[config.mk]
export PLATFORM = sky130hd
export DESIGN_NAME = snap_match_timer
export DESIGN_NICKNAME = d
export VERILOG_FILES = /design/src/rtl/tmr_pkg.sv /design/src/rtl/tmr_prescale.sv /design/src/rtl/tmr_counter.sv /design/src/rtl/tmr_match_bank.sv /design/src/rtl/snap_match_timer.sv
export SDC_FILE = /design/constraint.sdc
export NUM_CORES = 1
export LEC_CHECK = 0
export BUFFER_PORTS_ARGS = -buffer_cell sky130_fd_sc_hd__buf_4
export CAP_MARGIN = 15
export CORE_ASPECT_RATIO = 2
export CORE_MARGIN = 1.5
export CORE_UTILIZATION = 25
export DETAILED_ROUTE_END_ITERATION = 16
export GPL_ROUTABILITY_DRIVEN = 0
export PLACE_DENSITY_LB_ADDON = 0.08
export SYNTH_ARGS = -nofsm -noshare
export SYNTH_HDL_FRONTEND = slang
export SYNTH_HIERARCHICAL = 1
export SYNTH_SLANG_ARGS = --single-unit
[constraint.sdc]
create_clock -name clk -period 9.3 [get_ports clk]
set_input_delay 1.395 -clock clk [delete_from_list [all_inputs] [get_ports clk]]
set_output_delay 1.395 -clock clk [all_outputs]
set_load 0.02 [all_outputs]
[src/rtl/tmr_pkg.sv]
package tmr_pkg;
  // Register word indexes (byte offset / 4)
  localparam logic [5:0] IDX_CNT_LO  = 6'd0;
  localparam logic [5:0] IDX_CNT_HI  = 6'd1;
  localparam int         MATCH_BASE  = 2;
  localparam logic [5:0] IDX_STATUS  = 6'd8;
  localparam logic [5:0] IDX_IRQ_EN  = 6'd9;
  localparam logic [5:0] IDX_WDT_EN  = 6'd10;
  localparam logic [5:0] IDX_DIV     = 6'd11;
  localparam logic [5:0] IDX_LATCH   = 6'd12;
  localparam logic [5:0] IDX_SNAP_LO = 6'd13;
  localparam logic [5:0] IDX_SNAP_HI = 6'd14;

  // Next counter value after one advance (carry ripples into the high half)
  function automatic logic [63:0] cnt_step(input logic [63:0] c);
    return c + 64'd1;
  endfunction

  // Low-half value that the next advance will produce
  function automatic logic [31:0] lo_next(input logic [63:0] c);
    return c[31:0] + 32'd1;
  endfunction
endpackage

[src/rtl/tmr_prescale.sv]
module tmr_prescale #(
  parameter int DIV_W = 16
) (
  input  logic             clk,
  input  logic             rst_n,
  input  logic [DIV_W-1:0] div_i,
  output logic             tick_o
);
  localparam int PW = DIV_W + 1;

  logic [PW-1:0] pre_q;
  logic [PW-1:0] limit;

  // period is 2*(div+1) clocks: last phase index is 2*div+1
  assign limit  = {div_i, 1'b1};
  assign tick_o = (pre_q >= limit);

  always_ff @(posedge clk or negedge rst_n) begin
    if (!rst_n)      pre_q <= '0;
    else if (tick_o) pre_q <= '0;
    else             pre_q <= pre_q + PW'(1);
  end

  // The shortest period is two clocks, so two ticks are never adjacent
  AST_TICK_SPACING: assert property (@(posedge clk) disable iff (!rst_n)
    tick_o |=> !tick_o);
endmodule

[src/rtl/tmr_counter.sv]
module tmr_counter
  import tmr_pkg::*;
(
  input  logic        clk,
  input  logic        rst_n,
  input  logic        tick_i,
  input  logic        wr_lo_i,
  input  logic        wr_hi_i,
  input  logic [31:0] wdata_i,
  input  logic        latch_i,
  output logic        adv_o,
  output logic [63:0] cnt_o,
  output logic [63:0] snap_o
);
  logic [63:0] cnt_q;
  logic [63:0] snap_q;

  // a direct write wins over an advance in the same clock
  assign adv_o = tick_i && !wr_lo_i && !wr_hi_i;

  always_ff @(posedge clk or negedge rst_n) begin
    if (!rst_n) begin
      cnt_q <= '0;
    end else if (wr_lo_i || wr_hi_i) begin
      if (wr_lo_i) cnt_q[31:0]  <= wdata_i;
      if (wr_hi_i) cnt_q[63:32] <= wdata_i;
    end else if (adv_o) begin
      cnt_q <= cnt_step(cnt_q);
    end
  end

  always_ff @(posedge clk or negedge rst_n) begin
    if (!rst_n)       snap_q <= '0;
    else if (latch_i) snap_q <= cnt_q;
  end

  assign cnt_o  = cnt_q;
  assign snap_o = snap_q;

  AST_CNT_STEP: assert property (@(posedge clk) disable iff (!rst_n)
    adv_o |=> (cnt_q == $past(cnt_q) + 64'd1));
  AST_CNT_IDLE: assert property (@(posedge clk) disable iff (!rst_n)
    (!tick_i && !wr_lo_i && !wr_hi_i) |=> $stable(cnt_q));
  AST_SNAP_HOLD: assert property (@(posedge clk) disable iff (!rst_n)
    !latch_i |=> $stable(snap_q));
endmodule

[src/rtl/tmr_match_bank.sv]
module tmr_match_bank
  import tmr_pkg::*;
#(
  parameter int NUM_CH = 6
) (
  input  logic                   clk,
  input  logic                   rst_n,
  input  logic                   adv_i,
  input  logic [63:0]            cnt_i,
  input  logic [NUM_CH-1:0]      we_i,
  input  logic [31:0]            wdata_i,
  input  logic [NUM_CH-1:0]      clr_i,
  output logic [NUM_CH-1:0][31:0] match_o,
  output logic [NUM_CH-1:0]      hit_o,
  output logic [NUM_CH-1:0]      status_o
);
  logic [NUM_CH-1:0] st_q;
  logic [31:0]       lo_nx;

  assign lo_nx = lo_next(cnt_i);

  for (genvar i = 0; i < NUM_CH; i++) begin : g_ch
    logic [31:0] cmp_q;

    always_ff @(posedge clk or negedge rst_n) begin
      if (!rst_n)      cmp_q <= '0;
      else if (we_i[i]) cmp_q <= wdata_i;
    end

    assign match_o[i] = cmp_q;
    assign hit_o[i]   = adv_i && (lo_nx == cmp_q);

    // new hit has priority over a clear in the same clock
    always_ff @(posedge clk or negedge rst_n) begin
      if (!rst_n)        st_q[i] <= 1'b0;
      else if (hit_o[i]) st_q[i] <= 1'b1;
      else if (clr_i[i]) st_q[i] <= 1'b0;
    end

    AST_FLAG_STICKY: assert property (@(posedge clk) disable iff (!rst_n)
      (st_q[i] && !clr_i[i]) |=> st_q[i]);
    AST_FLAG_CAUSE: assert property (@(posedge clk) disable iff (!rst_n)
      $rose(st_q[i]) |-> $past(adv_i));
  end

  assign status_o = st_q;
endmodule

[src/rtl/snap_match_timer.sv]
module snap_match_timer
  import tmr_pkg::*;
#(
  parameter int NUM_CH = 6,
  parameter int WDT_CH = 5,
  parameter int DIV_W  = 16
) (
  input  logic        clk,
  input  logic        rst_n,
  input  logic        bus_wr,
  input  logic [7:0]  bus_addr,
  input  logic [31:0] bus_wdata,
  output logic [31:0] bus_rdata,
  output logic        irq_o,
  output logic        wdt_rst_req_o
);
  localparam int ST_PAD  = 32 - NUM_CH;
  localparam int DIV_PAD = 32 - DIV_W;

  logic [5:0]  idx;
  logic        wr_ok;
  logic        tick;
  logic        adv;
  logic [63:0] cnt;
  logic [63:0] snap;

  logic [NUM_CH-1:0]       match_we;
  logic [NUM_CH-1:0][31:0] match_q;
  logic [NUM_CH-1:0]       hit;
  logic [NUM_CH-1:0]       status;
  logic [NUM_CH-1:0]       st_clr;
  logic [NUM_CH-1:0]       irq_en_q;
  logic                    wdt_en_q;
  logic [DIV_W-1:0]        div_q;
  logic                    wdt_req_q;
  logic                    latch_cmd;

  assign idx   = bus_addr[7:2];
  assign wr_ok = bus_wr && (bus_addr[1:0] == 2'b00);

  assign latch_cmd = wr_ok && (idx == IDX_LATCH) && bus_wdata[0];
  assign st_clr    = (wr_ok && idx == IDX_STATUS) ? bus_wdata[NUM_CH-1:0] : '0;

  for (genvar i = 0; i < NUM_CH; i++) begin : g_we
    assign match_we[i] = wr_ok && (idx == 6'(MATCH_BASE + i));
  end

  tmr_prescale #(.DIV_W(DIV_W)) u_pre (
    .clk    (clk),
    .rst_n  (rst_n),
    .div_i  (div_q),
    .tick_o (tick)
  );

  tmr_counter u_cnt (
    .clk     (clk),
    .rst_n   (rst_n),
    .tick_i  (tick),
    .wr_lo_i (wr_ok && idx == IDX_CNT_LO),
    .wr_hi_i (wr_ok && idx == IDX_CNT_HI),
    .wdata_i (bus_wdata),
    .latch_i (latch_cmd),
    .adv_o   (adv),
    .cnt_o   (cnt),
    .snap_o  (snap)
  );

  tmr_match_bank #(.NUM_CH(NUM_CH)) u_match (
    .clk      (clk),
    .rst_n    (rst_n),
    .adv_i    (adv),
    .cnt_i    (cnt),
    .we_i     (match_we),
    .wdata_i  (bus_wdata),
    .clr_i    (st_clr),
    .match_o  (match_q),
    .hit_o    (hit),
    .status_o (status)
  );

  always_ff @(posedge clk or negedge rst_n) begin
    if (!rst_n) begin
      irq_en_q <= '0;
      wdt_en_q <= 1'b0;
      div_q    <= '0;
    end else if (wr_ok) begin
      if (idx == IDX_IRQ_EN) irq_en_q <= bus_wdata[NUM_CH-1:0];
      if (idx == IDX_WDT_EN) wdt_en_q <= bus_wdata[0];
      if (idx == IDX_DIV)    div_q    <= bus_wdata[DIV_W-1:0];
    end
  end

  always_ff @(posedge clk or negedge rst_n) begin
    if (!rst_n)                          wdt_req_q <= 1'b0;
    else if (hit[WDT_CH] && wdt_en_q)    wdt_req_q <= 1'b1;
  end

  assign irq_o         = |(status & irq_en_q);
  assign wdt_rst_req_o = wdt_req_q;

  always_comb begin
    bus_rdata = '0;
    case (idx)
      IDX_CNT_LO:  bus_rdata = cnt[31:0];
      IDX_CNT_HI:  bus_rdata = cnt[63:32];
      IDX_STATUS:  bus_rdata = {{ST_PAD{1'b0}}, status};
      IDX_IRQ_EN:  bus_rdata = {{ST_PAD{1'b0}}, irq_en_q};
      IDX_WDT_EN:  bus_rdata = {31'd0, wdt_en_q};
      IDX_DIV:     bus_rdata = {{DIV_PAD{1'b0}}, div_q};
      IDX_SNAP_LO: bus_rdata = snap[31:0];
      IDX_SNAP_HI: bus_rdata = snap[63:32];
      default:     bus_rdata = '0;
    endcase
    for (int i = 0; i < NUM_CH; i++)
      if (idx == 6'(MATCH_BASE + i)) bus_rdata = match_q[i];
  end

  AST_WDT_STICKY: assert property (@(posedge clk) disable iff (!rst_n)
    wdt_rst_req_o |=> wdt_rst_req_o);
  AST_WDT_ARMED: assert property (@(posedge clk) disable iff (!rst_n)
    $rose(wdt_rst_req_o) |-> $past(wdt_en_q));
  AST_IRQ_NEEDS_FLAG: assert property (@(posedge clk) disable iff (!rst_n)
    (status == '0) |-> !irq_o);
endmodule

# Word-level counts from Yosys, hierarchy flattened
# Cells that the tools add are included.
# classes
addsub	3
multipliers	0
n_div	0
magnitude_cmp	1
eq_ne	22
shifts	0
n_mux	25
bitwise	1
reduce_logical	39
# op_table
op	count
32-bit two-way mux	8
32-bit case mux with 8 select lines	1
32-bit equality test	6
64-bit two-way mux	2
64-bit by 1-bit adder with 64-bit output, second input constant	1
6-bit by 4-bit equality test with 1-bit output, second input constant	7
32-bit by 1-bit adder with 32-bit output, second input constant	1
6-bit by 3-bit equality test with 1-bit output, second input constant	4
1-bit logical AND	21
17-bit by 1-bit adder with 17-bit output, second input constant	1
17-bit greater-or-equal comparator	1
17-bit two-way mux	1
2-bit nonzero test	7
6-bit by 2-bit equality test with 1-bit output, second input constant	2
1-bit two-way mux	12
2-bit AND reduction	5
6-bit bitwise AND	1
6-bit by 1-bit equality test with 1-bit output, second input constant	1
6-bit logical NOT	1
6-bit two-way mux	1
6-bit OR reduction	1
2-bit by 1-bit inequality test with 1-bit output, second input constant	2
1-bit logical NOT	2
2-bit logical NOT	1
1-bit logical OR	1
# word_totals
register_bits	367
latch_bits	0
ramBits	0
romBits	0
inputBits	43
out_inout_bits	34
elab_cells	111
memories	0

# Longest topological paths before layout
# Gate-level depths: netlist (run 1).
# depth
depth_word	8
mapped_depth	17
depth_no_buf	15

# Modules after synthesis
# The synthesis (run 1) kept the hierarchy.
# by_module_without_submodules
module	instances	cells_per_inst	area_per_inst_um2	seq_area_each_um2
tmr_match_bank	1	1236	12723.5	4954.8
tmr_counter	1	605	6284.8	3203.1
snap_match_timer	1	502	3813.7	600.6
tmr_prescale	1	138	1268.7	425.4

# Least setup slack after synthesis (run 1)
# No wires, ideal clock.
# synth_timing
path_kind	input -> output
from	input bus_addr[5]
to	output bus_rdata[22]
arrival_ps	3214
t_required_ps	7905
slack_ps	4691
path_stages	8
n_path_buf	3
cell_sequence	buf_2 -> or4_1 -> buf_6 -> nor3_4 -> buf_6 -> a22oi_1 -> a31o_1 -> a21oi_1
# synth_via
elab_chain_cells	8
elab_cells_between_ends	21
cone_classes	eq/ne: 13; mux: 7; reduce/logical: 1
# synth_lines
item	line_no	rtl
from (decl)	snap_match_timer.sv:11	input logic [7:0] bus_addr,
6-bit by 4-bit equality test with 1-bit output (tied with other cells)	snap_match_timer.sv:103	case (idx)
32-bit case mux with 8 select lines	snap_match_timer.sv:103	
32-bit two-way mux (5 in series)	snap_match_timer.sv:115	if (idx == 6'(MATCH_BASE + i)) bus_rdata = match_q[i];
32-bit two-way mux (*)	snap_match_timer.sv:115	
to (decl)	snap_match_timer.sv:13	output logic [31:0] bus_rdata,
# Every way passes the cells marked *; elsewhere a longest branch is shown, timed or not.

# Worst setup path in the final report (run 1)
# layout_timing
from	input bus_addr[7]
to	output bus_rdata[12]
# The elaborated chain is that of the path after synthesis.

==> results of run 1 <==
[critical path: cells and delay by family]
family,cells,cell delay [ps]
simple gates,4,2070
compound gates,1,500
buf+inv,2,400
[metrics by stage]
step,instance area [sq um],utilization [%],std cells
final,27480,28.83,3765
after floorplan,24080,-,2479
after CTS,27420,28.78,3754
after detailed placement,26150,27.44,3683
after global routing,27460,28.82,3759
after global placement,26140,27.43,3681
[state kept, by name, summed over array words and instances (netlist names)]
signal / cells
div_q: 16
irq_en_q: 6
u_cnt/cnt_o: 64
u_cnt/snap_o: 64
u_match/g_ch.cmp_q: 192
u_match/status_o: 6
u_pre/pre_q: 17
wdt_en_q: 1
wdt_rst_req_o: 1
[power breakdown]
| part | switching (mW) | leakage, nW | internal (mW) | total (mW) |
|---|---|---|---|---|
| Sequential | 0.155 | 4.99 | 1.69 | 1.84 |
| Clock | 0.756 | 0.631 | 0.897 | 1.65 |
| Combinational | 1.04 | 5.54 | 0.445 | 1.48 |
| Total | 1.95 | 11.2 | 3.03 | 4.97 |
[routing by layer]
| layer | up-vias | track usage (%) | share of wire (%) |
|---|---|---|---|
| met5 | - | 0 | 0.018 |
| met4 | 4 | 22.19 | 9.4 |
| met3 | 393 | 4.428 | 5.5 |
| met2 | 1131 | 49.02 | 50 |
| met1 | 11470 | 29.37 | 35 |
| li1 | 9366 | - | - |
[path summary, 6_finish.rpt]
check                                                  to  slack, ps  cells past startpoint
worst max-delay path                        bus_rdata[12]       3510                      7
worst min-delay path                     u_cnt/snap_o[23]        510                      1
worst max register to register              wdt_rst_req_o       3540                      9
worst min register to register           u_cnt/snap_o[23]        510                      1
max in group asynchronous       u_match/g_ch[4].cmp_q[28]       6530                      3
min in group asynchronous                  u_pre/pre_q[7]        750                      1
[cell type report]
class / count / area [sq um] / share of cell area (%)
tap: 1215 / 1520 / 5.533
inverter: 61 / 229.0 / 0.8333
clock inverter: 15 / 158.9 / 0.5783
sequential: 367 / 9184 / 33.42
timing repair buffer: 164 / 1244 / 4.526
clock buffer: 56 / 1111 / 4.044
antenna: 6 / 15.01 / 0.05464
multi-input combinational: 1881 / 14010 / 51.01
[cells in the final DEF (no fill, tap or decap), types with 10 or more instances in the layout]
cell type    n
dfrtp_1    367
mux2_2     273
nand2_1    180
buf_4      158
xnor2_1    134
o21ai_0    119
a21oi_1    104
nor2_1     102
nand3_1     83
nor3_1      73
xor2_1      73
inv_1       61
nand4_1     54
a22oi_1     49
o22ai_1     47
and3_1      45
clkbuf_16   40
nor4_1      34
a211oi_1    28
a31oi_1     27
a221oi_1    23
nand2b_1    22
o221ai_1    22
ha_1        19
and4_1      18
a21o_1      17
or3_1       17
nor2b_1     16
mux2i_1     16
xnor3_1     15
or4_1       14
a31o_1      14
o211ai_1    11
clkbuf_1    11
mux2_1      10
o31ai_1     10
==> out/metrics.yaml, run 1 <==
status:
  status: "finished, final reports clean"
place:
  port_buffers: 76
  post-place-ws_ps: 3502
  dp_hpwl_mm: 102.5
critical_path:
  path_cells: "buf_4 -> or4_1 -> nor2_4 -> nand2_1 -> and3_1 -> a31oi_1 -> buf_4"
  start_kind: "input port"
  critPathKind: "in2out"
  cpMostUsedCell: "buf_4"
  worstSetupEndpointType: "output port"
  cp_max_fo: 28
  worst_ep_required_time_ps: 7910
  cp.arrival_ps: 4390
  crit_slowest_cell: "nor2_4"
  reg2reg_from: "u_cnt/cnt_o[7]"
  crit_path_start: "bus_addr[7]"
  slowest_delay_ps: 880
final_layout:
  area.growth.synth_to_final_pct: 14.09
  drive_gt1_share_pct: 22.37
  fill_cells: 10120
  final_nets: 2577
clock_network:
  cts_setup_buffers: 0
  clock_latency_ps: 630
  cts_resized: 0
  cts.hold.buffers_added: 0
  cts_root_buf: "clkbuf_16"
  clockBufferDepth: 3
  clk_transition_reported_paths_ps: 60
  cts_sinks: 367
  cts_made_buffers: 40
  cts_htree_levels: 2
  tritoncts: "built"
floorplan:
  core_sq_mm: 0.09529
  start_util_pct: 25.27
  rows: 160
  die_w_um: 222.5
  die_area_sq_mm: 0.09832
  dieHeight_um: 441.9
  io_pins: 77
timing:
  rsz0062_at_grt: "false"
  max_slew_margin_pct: 10.21
  setup_tns_ps: 0
  hold_viol_final: 0
  fin_crit_ps: 5786
  drv_slew: 0
  finalCritPeriodShare_pct: 62.22
  holdWs_ps: 508.7
  fmax_mhz: 172.8
  tightest_slew_ps: 1338
  setup_ws_ps: 3514
  fin_worst_skew_ps: 31.00
  finalSetupViolations: 0
synthesis:
  avgSynthCellArea_sq_um: 9.715
  synthCells: 2479
  synth_area_sq_mm: 0.02408
  synth_nets: 2541
  yosysWarnings: 6
global_routing:
  grt_max_degree: 125
  grt-ovfl-total: 0
  antenna_found_initial: 9
  track_usage_pct: 27.86
  first_global_vias: 22420
  grt_first_pass_wirelength_mm: 189.6
power_and_ir_drop:
  power_mw: 4.974
  p_per_area_mw_per_mm2: 181.0
  max-vdd-ir-drop_v: 0.0001256
  cellLeakagePower_nw: 11.16
routing:
  drt_iter0_markers: 2308
  dr_total_vias: 22370
  wirelength_mm: 138.7
  ant_nets: 0
  drc: 0
  routed_via_density: 5.940
  firstDrtPassIters: 8
  drt-wirelength-per-cell_um: 36.84
hold_path:
  hold_path.class: "reg2reg"
  min_from: "u_cnt/snap_o[23]"
job:
  maxCapViolCount: 0
Power figures use the tool's default switching activity.
==> run 2, diff against run 1 <==
==> constraint.sdc (replaced) <==
create_clock -name clk -period 5.7 [get_ports clk]
set_input_delay 0.855 -clock clk [delete_from_list [all_inputs] [get_ports clk]]
set_output_delay 0.855 -clock clk [all_outputs]
set_load 0.02 [all_outputs]
==> out/metrics.yaml, run 2 (synthesized netlist as in run 1, its figures left out) <==
floorplan:
  die_area_sq_mm: 0.09832  # unchanged
  io_pins: 77  # unchanged
  dieHeight_um: 441.9  # unchanged
  core_sq_mm: 0.09529  # unchanged
  die_w_um: 222.5  # unchanged
  start_util_pct: 25.27  # unchanged
  rows: 160  # unchanged
final_layout:
  drive_gt1_share_pct: 23.78  # was 22.37%
  area.growth.synth_to_final_pct: 15.93  # was 14.09%
  largest_reg_flops: 192  # unchanged
  final_nets: 2620  # was 2,577
  regMostFlops: "u_match/g_ch.cmp_q"  # unchanged
  final_cell_mix: "dfrtp_1 (367), mux2_2 (273), buf_4 (199)"  # was dfrtp_1 (367), mux2_2 (273), nand2_1 (180)
  mostFrequentLayoutCell: "dfrtp_1"  # unchanged
timing:
  fin_worst_skew_ps: 35.65  # was 31.00 ps
  tightest_slew_ps: 1122  # was 1338 ps
  hold_viol_final: 0  # unchanged
  setup_tns_ps: 0  # unchanged
  rsz0062_at_grt: "false"  # unchanged
  fmax_mhz: 206.8
  finalCritPeriodShare_pct: 84.82
  fin_crit_ps: 4835
  drv_slew: 0  # unchanged
  max_slew_margin_pct: 25.02  # was 10.21%
  finalSetupViolations: 0  # unchanged
power_and_ir_drop:
  cellLeakagePower_nw: 11.41  # was 11.16 nW
  max-vdd-ir-drop_v: 0.0002292  # was 0.0001256 V
  power_mw: 8.419  # was 4.974 mW
  p_per_area_mw_per_mm2: 301.5  # was 181.0 mW/mm^2
global_routing:
  grt_first_pass_wirelength_mm: 194.2  # was 189.6 mm
  grt-ovfl-total: 0  # unchanged
  grt_max_degree: 111  # was 125
  antenna_found_initial: 11  # was 9
  first_global_vias: 22960  # was 22,420
  track_usage_pct: 28.54  # was 27.86%
clock_network:
  cts_setup_buffers: 0  # unchanged
  cts_root_buf: "clkbuf_16"  # unchanged
  clock_latency_ps: 640  # was 630 ps
  clk_transition_reported_paths_ps: 70  # was 60 ps
  clockBufferDepth: 3  # unchanged
  cts_made_buffers: 42  # was 40
  cts_resized: 0  # unchanged
  tritoncts: "built"  # unchanged
  cts_htree_levels: 2  # unchanged
  cts.hold.buffers_added: 0  # unchanged
  cts_sinks: 367  # unchanged
routing:
  ant_nets: 0  # unchanged
  routed_via_density: 5.887  # was 5.940
  drc: 0  # unchanged
  drt_iter0_markers: 2126  # was 2,308
  drt-wirelength-per-cell_um: 37.24  # was 36.84 um
  wirelength_mm: 141.9  # was 138.7 mm
  firstDrtPassIters: 6  # was 8
  dr_total_vias: 22430  # was 22,370
critical_path:
  worstSetupEndpointType: "flip-flop"  # was output port
  start_kind: "flip-flop"  # was input port
  critPathKind: "reg2reg"  # was in2out
  cp.arrival_ps: 5410  # was 4390 ps
  worst_ep_required_time_ps: 6270  # was 7910 ps
  cp_max_fo: 18  # was 28
place:
  dp_hpwl_mm: 106.6  # was 102.5 mm
  port_buffers: 76  # unchanged
job:
  maxCapViolCount: 0  # unchanged
hold_path:
  hold_path.class: "in2async"  # was reg2reg
status:
  status: "finished, final reports clean"  # unchanged
-- run 2: cell count changes in the layout (fill, tap and decap cells not counted), moves of 2 or more --
cell and delta:
a2111oi_2 -2, buf_12 +2, buf_2 -3, buf_4 +41, clkbuf_1 -2, clkbuf_16 +2, clkbuf_8 +3, clkinv_2 -2
clkinvlp_4 +3, inv_6 +2
-- run 2: where the power goes --
group          switching (mW)  leakage (nW)  total [mW]  internal, mW
Clock                    1.29         0.676        2.90          1.61
Sequential              0.324          4.99        3.07          2.75
Combinational            1.67          5.75        2.45         0.774
Total                    3.29          11.4        8.42          5.13
-- run 2: through the flow --
step / setup WS (ps) / utilization, % / hold slack (ps) / instances / cell area, sq um
floorplan: 2017 / - / 461.0 / 2479 / 24080
global placement: 864.3 / 27.82 / 489.3 / 3727 / 26510
detailed placement: 861.2 / 27.82 / 496.7 / 3727 / 26510
CTS: 857.0 / 29.27 / 213.5 / 3803 / 27890
global route: 516.1 / 29.29 / 243.8 / 3805 / 27910
finish: 865.1 / 29.30 / 197.0 / 3810 / 27920
-- run 2: final cells by class --
| cell class | instances | area [sq um] |
|---|---|---|
| antenna | 5 | 12.51 |
| clock buffer | 59 | 1195 |
| clock inverter | 17 | 190.2 |
| fill | 10100 | 67370 |
| inverter | 61 | 229.0 |
| multi-input combinational | 1881 | 14010 |
| sequential | 367 | 9184 |
| tap | 1215 | 1520 |
| timing repair buffer | 205 | 1584 |
-- run 2: critical path: stages (launching register included) --
cell and delay, ps:
dfrtp_1 790, nand4_2 370, buf_4 290, nor3_2 630
nand3_1 250, buf_4 290, xnor2_1 860, nand3_1 270
or4_1 630, nor4_2 240, a21o_1 130
-- run 2: path summary, 6_finish.rpt --
kind / from / end / slack (ps) / depth (start not counted)
setup / recovery: u_cnt/cnt_o[3] / u_match/status_o[0] / 870 / 10
hold / removal: rst_n / u_pre/pre_q[3] / 200 / 1
setup reg to reg: u_cnt/cnt_o[3] / u_match/status_o[0] / 870 / 10
hold reg to reg: u_cnt/snap_o[23] / u_cnt/snap_o[23] / 510 / 1
max in group asynchronous: rst_n / u_cnt/snap_o[48] / 4260 / 2
min in group clk: u_cnt/snap_o[23] / u_cnt/snap_o[23] / 510 / 1
-- run 2: layer usage --
metal	share of wire (%)	vias up	wire (um)	track usage, %
met4	9.7	6	13760	22.41
li1	-	9450	-	-
met1	35	11480	49950	30.47
met5	0.025	-	36	0
met2	49	1082	70190	49.89
met3	5.6	413	7952	4.588
==> run 3, diff against run 2 <==
==> constraint.sdc (replaced) <==
create_clock -name clk -period 4.5 [get_ports clk]
set_input_delay 0.675 -clock clk [delete_from_list [all_inputs] [get_ports clk]]
set_output_delay 0.675 -clock clk [all_outputs]
set_load 0.02 [all_outputs]
==> out/metrics.yaml, run 3 (synthesized netlist as in run 1, its figures left out) <==
final_layout:
  regMostFlops: "u_match/g_ch.cmp_q"  # unchanged
  final_nets: 2673  # was 2,620
  utilization_pct: 29.76  # was 29.30%
  drive_gt1_share_pct: 24.99  # was 23.78%
  final_cell_mix: "dfrtp_1 (367), mux2_2 (273), buf_4 (243)"  # was dfrtp_1 (367), mux2_2 (273), buf_4 (199)
  fill_cells: 9989  # was 10,100
  mostFrequentLayoutCell: "dfrtp_1"  # unchanged
  largest_reg_flops: 192  # unchanged
  area.growth.synth_to_final_pct: 17.75  # was 15.93%
clock_network:
  cts.hold.buffers_added: 0  # unchanged
  cts_htree_levels: 2  # unchanged
  clock_latency_ps: 620  # was 640 ps
  tritoncts: "built"  # unchanged
  clockBufferDepth: 3  # unchanged
  cts_made_buffers: 40  # was 42
  clk_transition_reported_paths_ps: 70  # about the same
  cts_root_buf: "clkbuf_16"  # unchanged
  cts_sinks: 367  # unchanged
  cts_resized: 0  # unchanged
  cts_setup_buffers: 0  # unchanged
critical_path:
  worstSetupEndpointType: "flip-flop"  # unchanged
  start_kind: "flip-flop"  # unchanged
  cp_max_fo: 13  # was 18
  crit_slowest_cell: "nor3_1"  # was xnor2_1
  path_cells: "buf_4 -> and4_1 -> nand4_1 -> buf_4 -> nor3_1 -> xnor2_1 -> o221a_2 -> nand4_1 -> o22ai_1"  # was nand4_2 -> buf_4 -> nor3_2 -> nand3_1 -> buf_4 -> xnor2_1 -> nand3_1 -> or4_1 -> nor4_2 -> a21o_1
  worst_ep_required_time_ps: 5020  # was 6270 ps
  critPathKind: "reg2reg"  # unchanged
  cp.arrival_ps: 4840  # was 5410 ps
  slowest_delay_ps: 980  # was 860 ps
hold_path:
  hold_path.class: "in2async"  # unchanged
global_routing:
  grt-ovfl-total: 0  # unchanged
  first_global_vias: 22960  # about the same
  grt_max_degree: 90  # was 111
  grt_first_pass_wirelength_mm: 197.7  # was 194.2 mm
  track_usage_pct: 29.12  # was 28.54%
  antenna_found_initial: 8  # was 11
routing:
  firstDrtPassIters: 6  # unchanged
  ant_nets: 0  # unchanged
  drt_iter0_markers: 2458  # was 2,126
  routed_via_density: 5.916  # was 5.887
  dr_total_vias: 22810  # was 22,430
  drc: 0  # unchanged
  drt-wirelength-per-cell_um: 37.60  # was 37.24 um
  wirelength_mm: 145.0  # was 141.9 mm
status:
  status: "finished with violations"  # was finished, final reports clean
  violations: "max-capacitance violations"
timing:
  rsz0062_at_grt: "false"  # unchanged
  max_slew_margin_pct: 1.299  # was 25.02%
  finalCritPeriodShare_pct: 95.98  # was 84.82%
  fmax_mhz: 231.5  # was 206.8 MHz
  drv_slew: 0  # unchanged
  setup_ws_ps: 181.1  # was 865.1 ps
  tightest_slew_ps: 1476  # was 1122 ps
  fin_crit_ps: 4319  # was 4835 ps
  finalSetupViolations: 0  # unchanged
  fin_worst_skew_ps: 19.45  # was 35.65 ps
  hold_viol_final: 0  # unchanged
place:
  post-place-ws_ps: 295.2  # was 861.2 ps
  port_buffers: 76  # unchanged
  dp_hpwl_mm: 107.6  # was 106.6 mm
power_and_ir_drop:
  power_mw: 10.50  # was 8.419 mW
  cellLeakagePower_nw: 11.67  # was 11.41 nW
  max-vdd-ir-drop_v: 0.0002464  # was 0.0002292 V
  p_per_area_mw_per_mm2: 370.1  # was 301.5 mW/mm^2
floorplan:
  die_area_sq_mm: 0.09832  # unchanged
  io_pins: 77  # unchanged
  rows: 160  # unchanged
  die_w_um: 222.5  # unchanged
  core_sq_mm: 0.09529  # unchanged
  dieHeight_um: 441.9  # unchanged
  start_util_pct: 25.27  # unchanged
job:
  maxCapViolCount: 1  # was 0
[run 3: per-stage QoR]
step           instance area [sq um]  std cells  TNS (ps)  hold slack (ps)
3_3_place_gp                   27070       3782    -377.3            489.5
6_report                       28360       3856         0            88.85
4_1_cts                        28330       3851         0            117.6
3_5_place_dp                   27080       3783         0            496.2
2_1_floorplan                  24080       2479         0            379.4
5_1_grt                        28350       3852         0            141.3
[run 3: metal layers]
| layer | vias up | wire (um) | global-route usage [%] |
|---|---|---|---|
| met3 | 423 | 8635 | 5.265 |
| met5 | - | 9 | 0 |
| met2 | 1195 | 70710 | 50.30 |
| met1 | 11660 | 51340 | 31.23 |
| met4 | 2 | 14290 | 22.81 |
| li1 | 9535 | - | - |
[run 3: cell type report]
cell class | count | area (sq um) | share of cell area (%)
clock buffers | 57 | 1105 | 3.896
diodes | 4 | 10.01 | 0.03530
inverters | 61 | 229.0 | 0.8074
clock inverters | 11 | 147.6 | 0.5206
well taps | 1215 | 1520 | 5.361
multi-input cells | 1881 | 14020 | 49.43
repair buffers | 260 | 2145 | 7.562
flip-flops and latches | 367 | 9184 | 32.38
[run 3: worst max-delay path: cells and delay by family, from the launching register on]
kind | cells | cell delay [ps]
AND/OR/NAND/NOR | 4 | 2300
buffers and inverters | 2 | 580
AO/OA/AOI/OAI | 2 | 570
flip-flops | 1 | 550
XOR/XNOR | 1 | 210
[run 3: report_power, final]
part	total, mW	internal [mW]	switching (mW)
clock network	3.43	1.88	1.55
registers	3.85	3.48	0.370
logic	3.22	1.02	2.19
total	10.5	6.39	4.11
[run 3: path summary, 6_finish.rpt]
kind	from	endpoint	slack (ps)	depth (start not counted)
hold reg to reg	u_cnt/snap_o[61]	u_cnt/snap_o[61]	510	1
max in group asynchronous	rst_n	u_match/g_ch[3].cmp_q[27]	3250	2
hold / removal	rst_n	u_pre/pre_q[0]	90	1
setup reg to reg	u_cnt/cnt_o[16]	u_match/status_o[4]	180	9
setup / recovery	u_cnt/cnt_o[16]	u_match/status_o[4]	180	9
min in group clk	bus_wdata[31]	u_cnt/cnt_o[63]	390	3
